[src/rtl/trap_pkg.sv]
package trap_pkg;
  typedef enum logic [1:0] {
    ACT_NONE   = 2'd0,
    ACT_TAKE   = 2'd1,
    ACT_DROP   = 2'd2,
    ACT_ERROR  = 2'd3
  } trap_act_e;
endpackage

[src/rtl/trap_accept_ctl.sv]
module trap_accept_ctl
  import trap_pkg::*;
(
  input  logic      clk,
  input  logic      rst_n,
  input  logic      req_valid,
  input  logic      req_sync,
  input  logic      req_reset,
  input  logic      cur_et,
  output logic      req_ready,
  output trap_act_e act,
  output logic      err_q
);
  logic fire;

  assign req_ready = ~err_q;
  assign fire      = req_valid & req_ready;

  always_comb begin
    act = ACT_NONE;
    if (fire) begin
      if (req_reset || cur_et) act = ACT_TAKE;
      else if (req_sync)       act = ACT_ERROR;
      else                     act = ACT_DROP;
    end
  end

  always_ff @(posedge clk or negedge rst_n) begin
    if (!rst_n) err_q <= 1'b0;
    else if (act == ACT_ERROR) err_q <= 1'b1;
  end

  AST_ERR_STICKY: assert property (@(posedge clk) disable iff (!rst_n)
    err_q |=> err_q);
  AST_ERR_BLOCKS: assert property (@(posedge clk) disable iff (!rst_n)
    (act == ACT_ERROR) |=> !req_ready);
  AST_NO_FIRE_IN_ERR: assert property (@(posedge clk) disable iff (!rst_n)
    err_q |-> (act == ACT_NONE));
endmodule

[src/rtl/trap_window_rot.sv]
module trap_window_rot #(
  parameter int NWIN  = 8,
  parameter int CWP_W = (NWIN > 1) ? $clog2(NWIN) : 1
) (
  input  logic [CWP_W-1:0] cwp_in,
  output logic [CWP_W-1:0] cwp_dec
);
  localparam logic [CWP_W-1:0] TOP_WIN = CWP_W'(NWIN - 1);
  localparam bit POW2 = ((NWIN & (NWIN - 1)) == 0);

  generate
    if (POW2) begin : g_pow2
      assign cwp_dec = cwp_in - CWP_W'(1);
    end else begin : g_npow2
      assign cwp_dec = (cwp_in == '0) ? TOP_WIN : (cwp_in - CWP_W'(1));
    end
  endgenerate
endmodule

[src/rtl/trap_target_calc.sv]
module trap_target_calc #(
  parameter int XLEN   = 32,
  parameter int TT_W   = 8,
  parameter int TT_LSB = 4
) (
  input  logic            is_sync,
  input  logic            is_reset,
  input  logic [TT_W-1:0] code,
  input  logic [XLEN-1:0] pc_in,
  input  logic [XLEN-1:0] npc_in,
  input  logic [XLEN-1:0] tbr_in,
  output logic [XLEN-1:0] tbr_out,
  output logic [XLEN-1:0] pc_out,
  output logic [XLEN-1:0] npc_out,
  output logic [XLEN-1:0] ret0,
  output logic [XLEN-1:0] ret1
);
  localparam logic [XLEN-1:0] FIELD_ONES = XLEN'((64'd1 << TT_W) - 64'd1);
  localparam logic [XLEN-1:0] FIELD_MASK = FIELD_ONES << TT_LSB;
  localparam logic [XLEN-1:0] WORD       = XLEN'(4);

  logic [XLEN-1:0] code_shift;

  assign code_shift = XLEN'(code) << TT_LSB;
  assign tbr_out    = (tbr_in & ~FIELD_MASK) | code_shift;

  always_comb begin
    if (is_reset) begin
      pc_out  = '0;
      npc_out = WORD;
    end else begin
      pc_out  = tbr_out;
      npc_out = tbr_out + WORD;
    end
    if (is_sync || is_reset) begin
      ret0 = pc_in;
      ret1 = npc_in;
    end else begin
      ret0 = npc_in;
      ret1 = npc_in + WORD;
    end
  end
endmodule

[src/rtl/trap_entry_seq.sv]
module trap_entry_seq
  import trap_pkg::*;
#(
  parameter int NWIN   = 8,
  parameter int XLEN   = 32,
  parameter int TT_W   = 8,
  parameter int TT_LSB = 4,
  parameter int PIL_W  = 4,
  parameter int CWP_W  = (NWIN > 1) ? $clog2(NWIN) : 1
) (
  input  logic             clk,
  input  logic             rst_n,
  input  logic             trap_valid,
  output logic             trap_ready,
  input  logic             trap_sync,
  input  logic             trap_is_reset,
  input  logic [TT_W-1:0]  trap_code,
  input  logic             st_et,
  input  logic             st_s,
  input  logic [PIL_W-1:0] st_pil,
  input  logic [CWP_W-1:0] st_cwp,
  input  logic [XLEN-1:0]  cur_pc,
  input  logic [XLEN-1:0]  cur_npc,
  input  logic [XLEN-1:0]  cur_tbr,
  output logic             new_et,
  output logic             new_ps,
  output logic [PIL_W-1:0] new_pil,
  output logic [CWP_W-1:0] new_cwp,
  output logic [XLEN-1:0]  new_tbr,
  output logic [XLEN-1:0]  new_pc,
  output logic [XLEN-1:0]  new_npc,
  output logic             lreg_wr,
  output logic [XLEN-1:0]  lreg0_val,
  output logic [XLEN-1:0]  lreg1_val,
  output logic             err_mode
);
  localparam logic [XLEN-1:0] WORD = XLEN'(4);

  trap_act_e        act;
  logic [CWP_W-1:0] cwp_next;
  logic [XLEN-1:0]  tbr_next, pc_next, npc_next, ret0_next, ret1_next;

  trap_accept_ctl u_ctl (
    .clk       (clk),
    .rst_n     (rst_n),
    .req_valid (trap_valid),
    .req_sync  (trap_sync),
    .req_reset (trap_is_reset),
    .cur_et    (st_et),
    .req_ready (trap_ready),
    .act       (act),
    .err_q     (err_mode)
  );

  trap_window_rot #(.NWIN(NWIN), .CWP_W(CWP_W)) u_rot (
    .cwp_in  (st_cwp),
    .cwp_dec (cwp_next)
  );

  trap_target_calc #(.XLEN(XLEN), .TT_W(TT_W), .TT_LSB(TT_LSB)) u_tgt (
    .is_sync  (trap_sync),
    .is_reset (trap_is_reset),
    .code     (trap_code),
    .pc_in    (cur_pc),
    .npc_in   (cur_npc),
    .tbr_in   (cur_tbr),
    .tbr_out  (tbr_next),
    .pc_out   (pc_next),
    .npc_out  (npc_next),
    .ret0     (ret0_next),
    .ret1     (ret1_next)
  );

  always_ff @(posedge clk or negedge rst_n) begin
    if (!rst_n) begin
      lreg_wr   <= 1'b0;
      new_et    <= 1'b0;
      new_ps    <= 1'b0;
      new_pil   <= '0;
      new_cwp   <= '0;
      new_tbr   <= '0;
      new_pc    <= '0;
      new_npc   <= '0;
      lreg0_val <= '0;
      lreg1_val <= '0;
    end else begin
      lreg_wr <= (act == ACT_TAKE);
      if (act == ACT_TAKE) begin
        new_et    <= 1'b0;
        new_ps    <= st_s;
        new_pil   <= st_pil;
        new_cwp   <= cwp_next;
        new_tbr   <= tbr_next;
        new_pc    <= pc_next;
        new_npc   <= npc_next;
        lreg0_val <= ret0_next;
        lreg1_val <= ret1_next;
      end
    end
  end

  AST_ET_LOW_ON_TAKE: assert property (@(posedge clk) disable iff (!rst_n)
    lreg_wr |-> !new_et);
  AST_PS_COPY: assert property (@(posedge clk) disable iff (!rst_n)
    lreg_wr |-> (new_ps == $past(st_s)));
  AST_CWP_RANGE: assert property (@(posedge clk) disable iff (!rst_n)
    lreg_wr |-> (int'(new_cwp) < NWIN));
  AST_PC_VECTOR: assert property (@(posedge clk) disable iff (!rst_n)
    (lreg_wr && !$past(trap_is_reset)) |-> (new_pc == new_tbr));
  AST_NPC_STEP: assert property (@(posedge clk) disable iff (!rst_n)
    lreg_wr |-> (new_npc == new_pc + WORD));
  AST_RESET_VEC: assert property (@(posedge clk) disable iff (!rst_n)
    (lreg_wr && $past(trap_is_reset)) |-> (new_pc == '0));
  AST_PIL_KEEP: assert property (@(posedge clk) disable iff (!rst_n)
    lreg_wr |-> (new_pil == $past(st_pil)));
  AST_ERR_NO_TAKE: assert property (@(posedge clk) disable iff (!rst_n)
    $rose(err_mode) |-> (!lreg_wr && $stable(new_pc) && $stable(new_cwp)));
  AST_DROP_QUIET: assert property (@(posedge clk) disable iff (!rst_n)
    (act == ACT_DROP) |=> (!lreg_wr && $stable(new_tbr) && $stable(lreg0_val)));
endmodule

[config.mk]
export PLATFORM = sky130hd
export DESIGN_NAME = trap_entry_seq
export DESIGN_NICKNAME = d
export VERILOG_FILES = /design/src/rtl/trap_pkg.sv /design/src/rtl/trap_accept_ctl.sv /design/src/rtl/trap_window_rot.sv /design/src/rtl/trap_target_calc.sv /design/src/rtl/trap_entry_seq.sv
export SDC_FILE = /design/constraint.sdc
export NUM_CORES = 1
export LEC_CHECK = 0
export ABC_CLOCK_PERIOD_IN_PS = 1880
export BUFFER_PORTS_ARGS = -buffer_cell sky130_fd_sc_hd__buf_4
export CAP_MARGIN = 25
export CORE_ASPECT_RATIO = 0.8
export CORE_MARGIN = 2
export CORE_UTILIZATION = 45
export CTS_CLUSTER_DIAMETER = 120
export CTS_CLUSTER_SIZE = 8
export DETAILED_ROUTE_END_ITERATION = 6
export PLACE_DENSITY_LB_ADDON = 0.25
export RECOVER_POWER = 25
export SLEW_MARGIN = 10
export SYNTH_ARGS = -nofsm -noshare
export SYNTH_HDL_FRONTEND = slang
export SYNTH_SLANG_ARGS = --single-unit
[constraint.sdc]
create_clock -name clk -period 1.88 [get_ports clk]
set_clock_uncertainty 0.1 [all_clocks]
set_input_delay 0.188 -clock clk [delete_from_list [all_inputs] [get_ports clk]]
set_output_delay 0.188 -clock clk [all_outputs]
set_load 0.005 [all_outputs]
==> results of run 1 <==
layer usage:
metal | up-vias | GRT usage | share of wire
met3 | 34 | 0.0638 | 0.072
met5 | - | 0 | 0
li1 | 3485 | - | -
met4 | 0 | 0.0784 | 0.021
met2 | 269 | 0.439 | 0.48
met1 | 3511 | 0.341 | 0.43
registers in the layout (all words and copies together) (netlist names):
name / flops
new_npc: 30
lreg_wr: 1
new_pc: 32
new_cwp: 3
new_tbr: 32
new_pil: 4
u_ctl.err_q: 1
lreg1_val: 32
lreg0_val: 32
new_ps: 1
worst reg2reg max path, cell delays in order, from the launching register on:
cell and delay, ns:
sky130_fd_sc_hd__dfrtp_1 0.41, sky130_fd_sc_hd__nor2b_2 0.19, sky130_fd_sc_hd__o21ai_4 0.12, sky130_fd_sc_hd__inv_2 0.07
sky130_fd_sc_hd__nand2b_1 0.10, sky130_fd_sc_hd__or4_1 0.52, sky130_fd_sc_hd__nand3_1 0.08
final timing paths:
check / end / slack [ns] / cells past startpoint
max: new_npc[30] / 0.06 / 7
min: lreg1_val[19] / 0.005 / 3
max reg2reg: new_npc[31] / 0.23 / 6
min reg2reg: lreg1_val[2] / 0.38 / 2
max in group asynchronous: new_pc[17] / 0.23 / 3
min in group asynchronous: new_tbr[30] / 0.44 / 2
cell families after synthesis:
kind of cell             after synthesis
adder cells (fa/ha/maj)                3
other                                  1
AO/OA/AOI/OAI                        135
AND/OR/NAND/NOR                      354
flip-flops                           168
buffers and inverters                 58
multiplexers                          33
XOR/XNOR                              57
power by group through the flow:
stage	Sequential, uW	Clock, uW	Combinational [uW]
2_1_floorplan	3950	0	293
3_3_place_gp	3940	0	1040
3_5_place_dp	3940	0	1060
4_1_cts	3880	3450	1210
5_1_grt	3900	3600	1330
6_report	3880	3390	1220
layout make-up:
type,count,area (um^2),share of cell area
clock buffer,18,429,0.0363
clock inverter,14,140,0.0119
inverter,10,37.5,0.00318
multi-input combinational,583,3290,0.279
sequential,168,4200,0.356
tap,220,275,0.0233
timing repair buffer,413,3440,0.291
stage by stage:
stage          utilization  TNS [ns]  setup WS (ns)  cell area [um^2]  std cells
2_1_floorplan            -         0         0.0333              7670        809
4_1_cts              0.710         0         0.0216             11800       1425
3_3_place_gp         0.623         0         0.0304             10300       1306
5_1_grt              0.711   -0.0163        -0.0157             11800       1426
6_report             0.711         0         0.0640             11800       1426
3_5_place_dp         0.623         0         0.0118             10300       1306
cells in the final DEF (no fill, tap or decap), types with 3 or more instances in the layout:
cell type / count
sky130_fd_sc_hd__o21ai_0: 108
sky130_fd_sc_hd__buf_12: 10
sky130_fd_sc_hd__inv_6: 4
sky130_fd_sc_hd__clkinvlp_4: 4
sky130_fd_sc_hd__and3_1: 5
sky130_fd_sc_hd__nand2b_1: 20
sky130_fd_sc_hd__o31ai_1: 12
sky130_fd_sc_hd__and4_1: 7
sky130_fd_sc_hd__mux2i_1: 33
sky130_fd_sc_hd__nand4_1: 14
sky130_fd_sc_hd__clkbuf_16: 17
sky130_fd_sc_hd__nor2_1: 8
sky130_fd_sc_hd__xnor2_1: 28
sky130_fd_sc_hd__buf_2: 3
sky130_fd_sc_hd__a22o_1: 8
sky130_fd_sc_hd__dfrtp_1: 168
sky130_fd_sc_hd__nand2_1: 242
sky130_fd_sc_hd__nand3_1: 23
sky130_fd_sc_hd__buf_4: 311
sky130_fd_sc_hd__nor4_1: 6
sky130_fd_sc_hd__nor3_1: 8
sky130_fd_sc_hd__ha_1: 3
sky130_fd_sc_hd__xor2_1: 29
sky130_fd_sc_hd__dlygate4sd3_1: 87
sky130_fd_sc_hd__inv_1: 9
repair_timing:
action	in CTS	in global routing
endpoints found under the hold margin	197	0
hold buffers	87	0
resized for setup	0	11
setup endpoints to repair	0	17
buffers inserted	0	0
==> results by stage, run 1 <==
Power:
- Of the total power, combinational logic draws 0.143.
- The internal portion of the total power is 6320 uW.
- VDD sags by at most 0.624 mV.
- The share of total power in the clock network is 0.399.
- The switching power share of the total is 0.255.
- Total power for the finished layout comes to 8480 uW.
- The share of total power dissipated in sequential elements is 0.457.
- Summed over all nets, the switching power comes to 2160 uW.
- For this design the ratio of total power to cell area is 718 mW/mm^2.
- For this design the static power due to leakage is 0.00582 uW.

Worst setup path:
- The critical path is of the in2reg type.
- The cell with the biggest individual delay on the critical path is sky130_fd_sc_hd__dlygate4sd3_1.
- STA classifies the critical path endpoint as a register.
- In this design, the largest share of critical-path delay is due to buffers and inverters.
- The peak per-stage delay on the critical path is 0.54 ns.
- The startpoint kind of the worst setup timing path is an input port.
- The required time of the critical path is 2.07 ns.
- The worst register-to-register path begins at u_ctl.err_q.
- The highest fanout seen on the critical path is 6.
- The critical path goes through dlygate4sd3_1, buf_4, ha_1, nand2_2, nor4_1, xnor2_1, o21ai_0.
- The critical path starts at cur_tbr[3].
- The data arrival time at the worst-slack endpoint is 2.00 ns.
- The number of buffer and inverter instances along the worst setup path is 2.

Floorplan:
- The floorplan step set the die width to 150 um.
- The region available for standard cell placement spans 0.0166 mm^2.
- The area enclosed by the die boundary is 0.0181 mm^2.
- The floorplan has 42 rows.
- The starting density of the core is 0.462.
- The boundary pin count is 290.
- The floorplan step set the die height to 121 um.

Placement:
- The placed wire-length estimate after detailed placement is 16,100 um.
- The congestion estimate from routability-driven global placement came to 0.840.
- The number of buffer cells added on primary ports is 280.

Yosys:
- Of the total synthesized cell area, the portion taken by AND, OR, NAND and NOR gates is 0.210.
- The post-synthesis net count is 930.
- The sequential-to-total area share from yosys stat is 0.548.
- The adder and majority gate portion of the synthesized area is 0.00489.
- The fraction of synthesis flops using an asynchronous set or reset pin is 1.00.
- The fraction of synthesized area in multiplexers is 0.0431.
- The count of mapped cells out of synthesis is 809.
- Averaged over all synthesized cells, the footprint is 9.48 um^2.
- The biggest area contributor in the post-synthesis netlist is sky130_fd_sc_hd__dfrtp_1.
- The number of synthesized register bits is 168.
- The largest family of logic cells by synthesized area is simple AND/OR/NAND/NOR gates.
- In this run, synthesis inferred 0 flip-flops with an integrated enable.
- The synthesized-area fraction occupied by xor and xnor cells is 0.0651.
- The Yosys warning count is 0.
- The synthesized netlist occupies a cell area of 0.00767 mm^2.
- Counting instances in the post-synthesis netlist gives the leading cell types as 244 x sky130_fd_sc_hd__nand2_1, 168 x sky130_fd_sc_hd__dfrtp_1, 109 x sky130_fd_sc_hd__o21ai_0.
- Among all cell types in the netlist, the one instantiated most often is sky130_fd_sc_hd__nand2_1.
- The share of synthesized area in the top cell type comes to 0.548.
- The count of different cell masters after synthesis is 44.
- The fraction of the mapped netlist area in compound gates is 0.0974.
- By area the synthesized netlist is led by sky130_fd_sc_hd__dfrtp_1 55%, sky130_fd_sc_hd__nand2_1 12%, sky130_fd_sc_hd__o21ai_0 7.1%.
- For this run, the leading register cell type out of synthesis is sky130_fd_sc_hd__dfrtp_1.

Status:
- The run finished with clean final reports.

GRT:
- The initial antenna violation count is 0.
- The first global-routing pass estimated 37,400 um of wire.
- Across every metal layer, demand over resource in global routing totals 0.263.
- Entering global routing, the biggest net connects 67 pins.
- After global routing the overflow that remains totals 0.
- The via count of the first global-routing pass came to 7,183.

Clock tree:
- The maximum buffer depth of the clock tree is 2.
- For the worst-skew pair, the clock arrives at the later sink with an insertion delay of 0.41 ns.
- The total number of H-tree levels is 4.
- TritonCTS created 17 clock buffers.
- Clock-pin slew was measured on the worst setup and hold paths at 0.07 ns.
- The CTS tree is done.
- The CTS sink count is 168.
- The tree is rooted in a sky130_fd_sc_hd__clkbuf_16.

STA:
- The tightest slew margin relative to the limit is 0.198.
- Based on the critical path, the design can be clocked at up to 551 MHz.
- The hold violation total from the final report is 0.
- The number of failing setup endpoints in the final timing report is 0.
- The smallest hold slack is 0.00490 ns.
- The final max-slew violation count was 0.
- The final critical-path required period is 1.82 ns.
- Dividing the final minimum period by the clock period gives 0.966.
- The measured slew at the worst slew-check pin is 1.20 ns.

Routing:
- Dividing the detail-routed via count by the number of cells gives 5.12.
- Once detail routing completed, the nets flagged for antenna violations numbered 0.
- The total DRC errors in the routed layout is 0.
- The routed via count is 7,299.
- After the first detailed-routing iteration, the DRC count stood at 401.
- In the final routed layout, each cell accounts on average for 16.7 um.
- The first TritonRoute pass finished after 6 iterations.
- The total wirelength of the detailed-routed design is 23,800 um.

Min path:
- The path category of the worst min-delay check is in2reg.
- The startpoint of the tightest hold check path is cur_npc[19].

Layout:
- In the final layout, the share of cells above drive strength 1 is 0.311.
- Counting the fill cells in the layout gives 1,270.
- Relative to the synthesized area, the layout overhead comes to 54.1%.
- The number of antenna diodes in the final layout is 0.
- At the end of the flow, the number of nets in the layout was 1,314.

Flow run:
- The number of maximum-capacitance violations is 0.
Note: power is estimated with default switching activity, not from simulation.
==> run 2: changes to the inputs <==
Settings changed: RECOVER_POWER 25 to 50.
==> results by stage, run 2 (synthesis gave the netlist of run 1 again) <==
GRT:
- The via count of the first global-routing pass was 7,183 (unchanged).
- The total track usage was 0.263 (unchanged).
- The largest net degree at the start of global routing is 67 (unchanged).
- The wire length of the first global-routing pass came to 37,400 um (unchanged).
- The initial antenna violation count came to 0 (unchanged).
- The sum of overflow across all layers after global routing is 0 (unchanged).

Routing:
- The average wire per cell in the routed design is 16.6 um (-0.26%).
- The total wirelength of the detailed-routed design came to 23,700 um (-0.26%).
- The length of the first detailed-routing pass in iterations came to 5 (-1).
- The first-iteration detailed-routing DRC count came to 396 (-1.2%).
- The post-route antenna net violation count is 0 (unchanged).
- The routed via count came to 7,266 (-0.45%).
- The total DRC errors in the routed layout is 0 (unchanged).
- The detail-routed via count per cell is 5.10 (-0.45%).

Clock tree:
- The maximum buffer depth of the clock tree is 2 (unchanged).
- The clock-pin slew on the worst setup and hold paths was 0.07 ns (about the same).
- The post-CTS setup repair buffer count was 0 (unchanged).
- The CTS tree is done.
- The TritonCTS buffer count is 17 (unchanged).
- The clock insertion delay at the later pin of the skew report is 0.41 ns (about the same).
- CTS placed an instance of sky130_fd_sc_hd__clkbuf_16 at the clock tree root.
- The CTS sink count was 168 (unchanged).
- The total number of H-tree levels was 4 (unchanged).

Worst setup path:
- The data arrival time at the worst-slack endpoint is 2.00 ns (about the same).
- The required time of the critical path is 2.07 ns (about the same).
- The peak per-stage delay on the critical path came to 0.54 ns (about the same).
- In this run the worst setup path begins at cur_tbr[3].
- Walking the worst path, the cells encountered are dlygate4sd3_1, buf_4, ha_1, nand2_2, nor4_1, xnor2_1, o21ai_0.
- The endpoint identified for the worst register-to-register timing path is new_npc[31].
- The number of cells on the critical path is 7 (unchanged).
- The startpoint identified for the worst register-to-register timing path is u_ctl.err_q.
- The worst setup path is launched from an input port.
- The classification of the worst setup path is in2reg.
- The number of cells on the worst reg-to-reg path is 6 (unchanged).
- The cell family contributing the most delay on the critical path is buffers and inverters.
- The worst-case register-to-register setup slack is 0.16 ns (-0.07 ns).
- The capturing element of the worst setup path is new_npc[30].
- The number of buffer and inverter instances along the worst setup path came to 2 (unchanged).
- The highest fanout seen on the critical path is 6 (unchanged).
- The type of element capturing the critical path is a register.
- Among all stages on the critical path, the largest delay is contributed by sky130_fd_sc_hd__dlygate4sd3_1.

Layout:
- The fraction of layout instances using a drive strength above 1 is 0.289 (-0.0216).
- The top cell types in the final layout, fill and taps aside, are 242 x sky130_fd_sc_hd__nand2_1, 228 x sky130_fd_sc_hd__buf_4, 168 x sky130_fd_sc_hd__dfrtp_1, 108 x sky130_fd_sc_hd__o21ai_0, 87 x sky130_fd_sc_hd__dlygate4sd3_1.
- The register area was 0.00420 mm^2 (unchanged).
- The number of nets in the layout is 1,314 (unchanged).
- The footprint of the multi-input gates is 0.00329 mm^2 (about the same).
- The diode insertion count for antenna repair was 0 (unchanged).
- Leaving out fill and tap cells, the most frequent cell in the layout is sky130_fd_sc_hd__nand2_1.
- The number of fillers in the final layout is 1,307 (+2.9%).
- The area added between synthesis and finish is 52.7%.
- The number of cells in the finished layout apart from fillers is 1,426 (unchanged).

STA:
- The smallest hold slack is 0.00497 ns (+0.0000739 ns).
- The final critical-path required period came to 1.81 ns (-0.00405 ns).
- The number of failing setup endpoints in the final timing report came to 0 (unchanged).
- The final max-slew violation count is 0 (unchanged).
- The fmax was 552 MHz (+0.22%).
- The final period utilization is 0.964 (-0.00215).
- The measured slew at the worst slew-check pin came to 1.19 ns (-0.0172 ns).
- The tightest slew margin relative to the limit is 0.210 (+0.0115).
- The hold violation total from the final report is 0 (unchanged).

Floorplan:
- The placeable core region is 0.0166 mm^2 (unchanged).
- The boundary pin count is 290 (unchanged).
- The area enclosed by the die boundary was 0.0181 mm^2 (unchanged).
- The starting density of the core was 0.462 (unchanged).
- The cell row count is 42 (unchanged).
- The overall die height is 121 um (unchanged).
- The die width is 150 um (unchanged).

Flow run:
- The number of maximum-capacitance violations came to 0 (unchanged).

Power:
- The total power divided by cell area is 722 mW/mm^2 (+0.49%).
- The leakage power total is 0.00568 uW (-2.3%).
- The maximum VDD drop is 0.620 mV (-0.65%).

Placement:
- The number of cells in the design after placement is 1,306 (unchanged).
- The number of buffer cells added on primary ports is 280 (unchanged).
- The placed wire-length estimate after detailed placement is 16,100 um (unchanged).
- The routability congestion estimate from global placement was 0.840 (unchanged).

Min path:
- The min-delay analysis places its worst path in the category in2reg.

Status:
- The run finished with clean final reports.
[run 2: report_power, final]
part | switching [uW] | internal [uW]
logic | 539 | 649
clock network | 1520 | 1860
registers | 94.9 | 3780
total | 2160 | 6290
[run 2: area by class of cell]
| type | count | area share |
|---|---|---|
| multi-input combinational | 583 | 0.281 |
| sequential | 168 | 0.359 |
| clock inverter | 14 | 0.0120 |
| inverter | 10 | 0.00321 |
| clock buffer | 18 | 0.0366 |
| timing repair buffer | 413 | 0.285 |
| tap | 220 | 0.0235 |
[run 2: what timing repair did]
item | in CTS | in global routing
hold buffers | 87 | 0
endpoints found under the hold margin | 197 | 0
endpoints found under the setup margin | 0 | 17
gates resized for setup | 0 | 11
[run 2: stage by stage]
step,total power [uW],worst slack [ns],TNS [ns],area [um^2],util
CTS,8540,0.0216,0,11800,0.710
detailed placement,5000,0.0118,0,10300,0.623
floorplan,4250,0.0333,0,7670,-
global route,8800,-0.0157,-0.0163,11700,0.705
global placement,4980,0.0304,0,10300,0.623
finish,8450,0.0680,0,11700,0.705
[run 2: routing by layer]
layer	wire [um]	share of wire	GRT usage	vias up
li1	-	-	-	3489
met1	10100	0.43	0.341	3466
met2	11300	0.48	0.439	281
met5	0	0	0	-
met3	1800	0.076	0.0638	30
met4	461	0.019	0.0784	0
[run 2: tightest hold or removal path, delay by kind of cell]
kind,cells,cell delay (ns)
xor+xnor,1,0.06
compound gates,1,0.12
buf+inv,1,0.11
[run 2: worst min path at each step]
stage	startpoint	slack (ns)	cells after the start	endpoint
2_1_floorplan	rst_n	-0.21	0	lreg0_val[0]
3_3_place_gp	rst_n	0.05	1	new_pc[23]
3_5_place_dp	rst_n	0.05	1	new_tbr[25]
4_1_cts	cur_npc[13]	0.001	3	lreg1_val[13]
5_1_grt	cur_pc[24]	0.0009	3	lreg0_val[24]
6_report	cur_npc[19]	0.005	3	lreg1_val[19]
==> run 3: changes to the inputs <==
Settings changed: ABC_CLOCK_PERIOD_IN_PS 1880 to 2000, CORE_UTILIZATION 45 to 49.
Clock period 1.88 ns to 2 ns, I/O delays scaled along.
==> results by stage, run 3 (synthesis gave the netlist of run 1 again) <==
Placement:
- The routability congestion estimate from global placement is 0.856 (+1.9%).
- The number of cells in the design after placement came to 1,282 (-1.8%).
- The number of buffer cells added on primary ports came to 280 (unchanged).
- The placed wire-length estimate after detailed placement is 15,600 um (-3.4%).

STA:
- The tightest slew margin relative to the limit is 0.191 (-0.0185).
- The measured slew at the worst slew-check pin is 1.21 ns (+0.0277 ns).
- The number of failing setup endpoints in the final timing report was 0 (unchanged).
- The hold violation total from the final report was 0 (unchanged).
- The final critical-path required period is 1.99 ns.
- The fmax is 502 MHz.
- The smallest hold slack came to 0.0144 ns (+0.00942 ns).
- The accumulated negative setup slack came to 0 ns (unchanged).
- The final period utilization is 0.996.
- The final max-slew violation count is 0 (unchanged).

Routing:
- The post-route antenna net violation count is 0 (unchanged).
- The detail-routed via count per cell was 5.20 (+2.0%).
- The length of the first detailed-routing pass in iterations came to 6 (+1).
- The average wire per cell in the routed design is 17.0 um (+2.3%).
- The first-iteration detailed-routing DRC count is 524 (+32%).
- The routed via count is 7,285 (+0.26%).
- The total wirelength of the detailed-routed design is 23,900 um (+0.59%).
- The total DRC errors in the routed layout is 0 (unchanged).

Clock tree:
- The maximum buffer depth of the clock tree is 2 (unchanged).
- The clock insertion delay at the later pin of the skew report is 0.42 ns (about the same).
- The clock-pin slew on the worst setup and hold paths came to 0.07 ns (about the same).
- The clock tree root buffer cell is sky130_fd_sc_hd__clkbuf_16.
- The CTS sink count is 168 (unchanged).
- The TritonCTS buffer count came to 17 (unchanged).
- The total number of H-tree levels came to 4 (unchanged).
- TritonCTS built the clock tree.

GRT:
- The via count of the first global-routing pass was 7,185 (+0.028%).
- The total track usage is 0.288 (+0.0252).
- The initial antenna violation count is 1 (+1).
- The largest net degree at the start of global routing came to 129 (+93%).
- The sum of overflow across all layers after global routing came to 0 (unchanged).
- The wire length of the first global-routing pass is 37,100 um (-0.81%).

Floorplan:
- The cell row count is 40 (-4.8%).
- The placeable core region is 0.0152 mm^2 (-8.7%).
- The boundary pin count is 290 (unchanged).
- The area enclosed by the die boundary is 0.0167 mm^2 (-7.9%).
- The overall die height is 116 um (-4.0%).
- The starting density of the core came to 0.506 (+0.0439).
- The die width came to 144 um (-4.1%).

Layout:
- The fraction of layout instances using a drive strength above 1 came to 0.279 (-0.0106).
- The most frequent standard cell in the layout excluding fill and tap cells is sky130_fd_sc_hd__nand2_1.
- The number of cells in the finished layout apart from fillers is 1,402 (-1.7%).
- From synthesis to final layout, the design area changed by 49.7%.
- The final design utilization is 0.757 (+0.0520).
- In the layout the commonest cells are 243 x sky130_fd_sc_hd__nand2_1, 213 x sky130_fd_sc_hd__buf_4, 168 x sky130_fd_sc_hd__dfrtp_1, 109 x sky130_fd_sc_hd__o21ai_0, 83 x sky130_fd_sc_hd__dlygate4sd3_1.
- The number of fillers in the final layout is 1,092 (-16%).
- The number of nets in the layout is 1,299 (-1.1%).

Min path:
- In this run the worst hold path is classified as in2reg.

Worst setup path:
- The type of element capturing the critical path is a register.
- The classification of the worst setup path is in2reg.
- The startpoint kind of the worst setup timing path is an input port.
- The highest fanout seen on the critical path is 6 (unchanged).
- The data arrival time at the worst-slack endpoint is 2.25 ns (+0.25 ns).
- The required time of the critical path was 2.26 ns (+0.19 ns).

Power:
- The maximum VDD drop came to 0.558 mV (-10%).
- The leakage power total is 0.00558 uW (-1.8%).
- The total power divided by cell area is 679 mW/mm^2 (-5.9%).

Status:
- The run finished with clean final reports.

Flow run:
- The number of maximum-capacitance violations was 0 (unchanged).
[run 3: changes by cell type in the layout (fill, tap and decap cells not counted), sizes merged]
cell,change
clkinv,+2
dlygate4sd3,-4
inv,-1
diode,+1
buf,-17
dlymetal6s4s,+4
bufinv,-1
clkinvlp,+1
clkbuf,+1
[run 3: worst max-delay path, stage by stage]
cell and delay [ns]:
sky130_fd_sc_hd__dlygate4sd3_1 0.58, sky130_fd_sc_hd__buf_6 0.14, sky130_fd_sc_hd__and4_4 0.21, sky130_fd_sc_hd__nand2_2 0.07, sky130_fd_sc_hd__or4_4 0.42, sky130_fd_sc_hd__or4_4 0.54, sky130_fd_sc_hd__nand3_2 0.08
[run 3: final cells by class]
type                    count  area [um^2]  area share
flip-flops and latches    168         4200       0.366
multi-input cells         583         3270       0.285
repair buffers            398         3160       0.275
clock buffers              17          425      0.0370
well taps                 210          263      0.0229
clock inverters            15          120      0.0105
inverters                  10         37.5     0.00327
diodes                      1         2.50    0.000218
[run 3: timing repair]
action	in CTS	in global routing
setup endpoints to repair	0	1
hold buffers	87	0
hold endpoints to repair	147	0
buffers inserted	0	1
gates resized for setup	0	15
[run 3: final timing paths]
kind / endpoint / slack, ns / depth (start not counted) / startpoint
hold reg to reg: new_pc[19] / 0.38 / 2 / new_pc[19]
min in group asynchronous: new_tbr[18] / 0.47 / 2 / rst_n
max in group asynchronous: new_npc[6] / 0.27 / 3 / rst_n
hold / removal: lreg0_val[24] / 0.01 / 3 / cur_pc[24]
setup / recovery: new_npc[31] / 0.009 / 7 / trap_code[1]
setup reg to reg: new_npc[15] / 0.20 / 5 / u_ctl.err_q
[run 3: where the power goes]
| part | internal (uW) | total, uW | switching [uW] | leakage [uW] |
|---|---|---|---|---|
| clock network | 1610 | 3060 | 1440 | 0.000255 |
| registers | 3560 | 3650 | 90.9 | 0.00223 |
| logic | 594 | 1100 | 503 | 0.00309 |
[run 3: per-layer routing]
layer / routed length, um / GRT usage
met3: 1780 / 0.0707
met4: 792 / 0.125
met2: 11200 / 0.457
met1: 10100 / 0.380
met5: 0 / 0
[run 3: metrics by stage]
step / area, um^2 / total power [uW] / worst slack, ns
finish: 11500 / 7800 / 0.00871
global route: 11500 / 8120 / -0.0231
CTS: 11600 / 7860 / 0.0133
detailed placement: 10200 / 4670 / 0.0765
global placement: 10200 / 4650 / 0.0835
floorplan: 7670 / 3990 / 0.0813
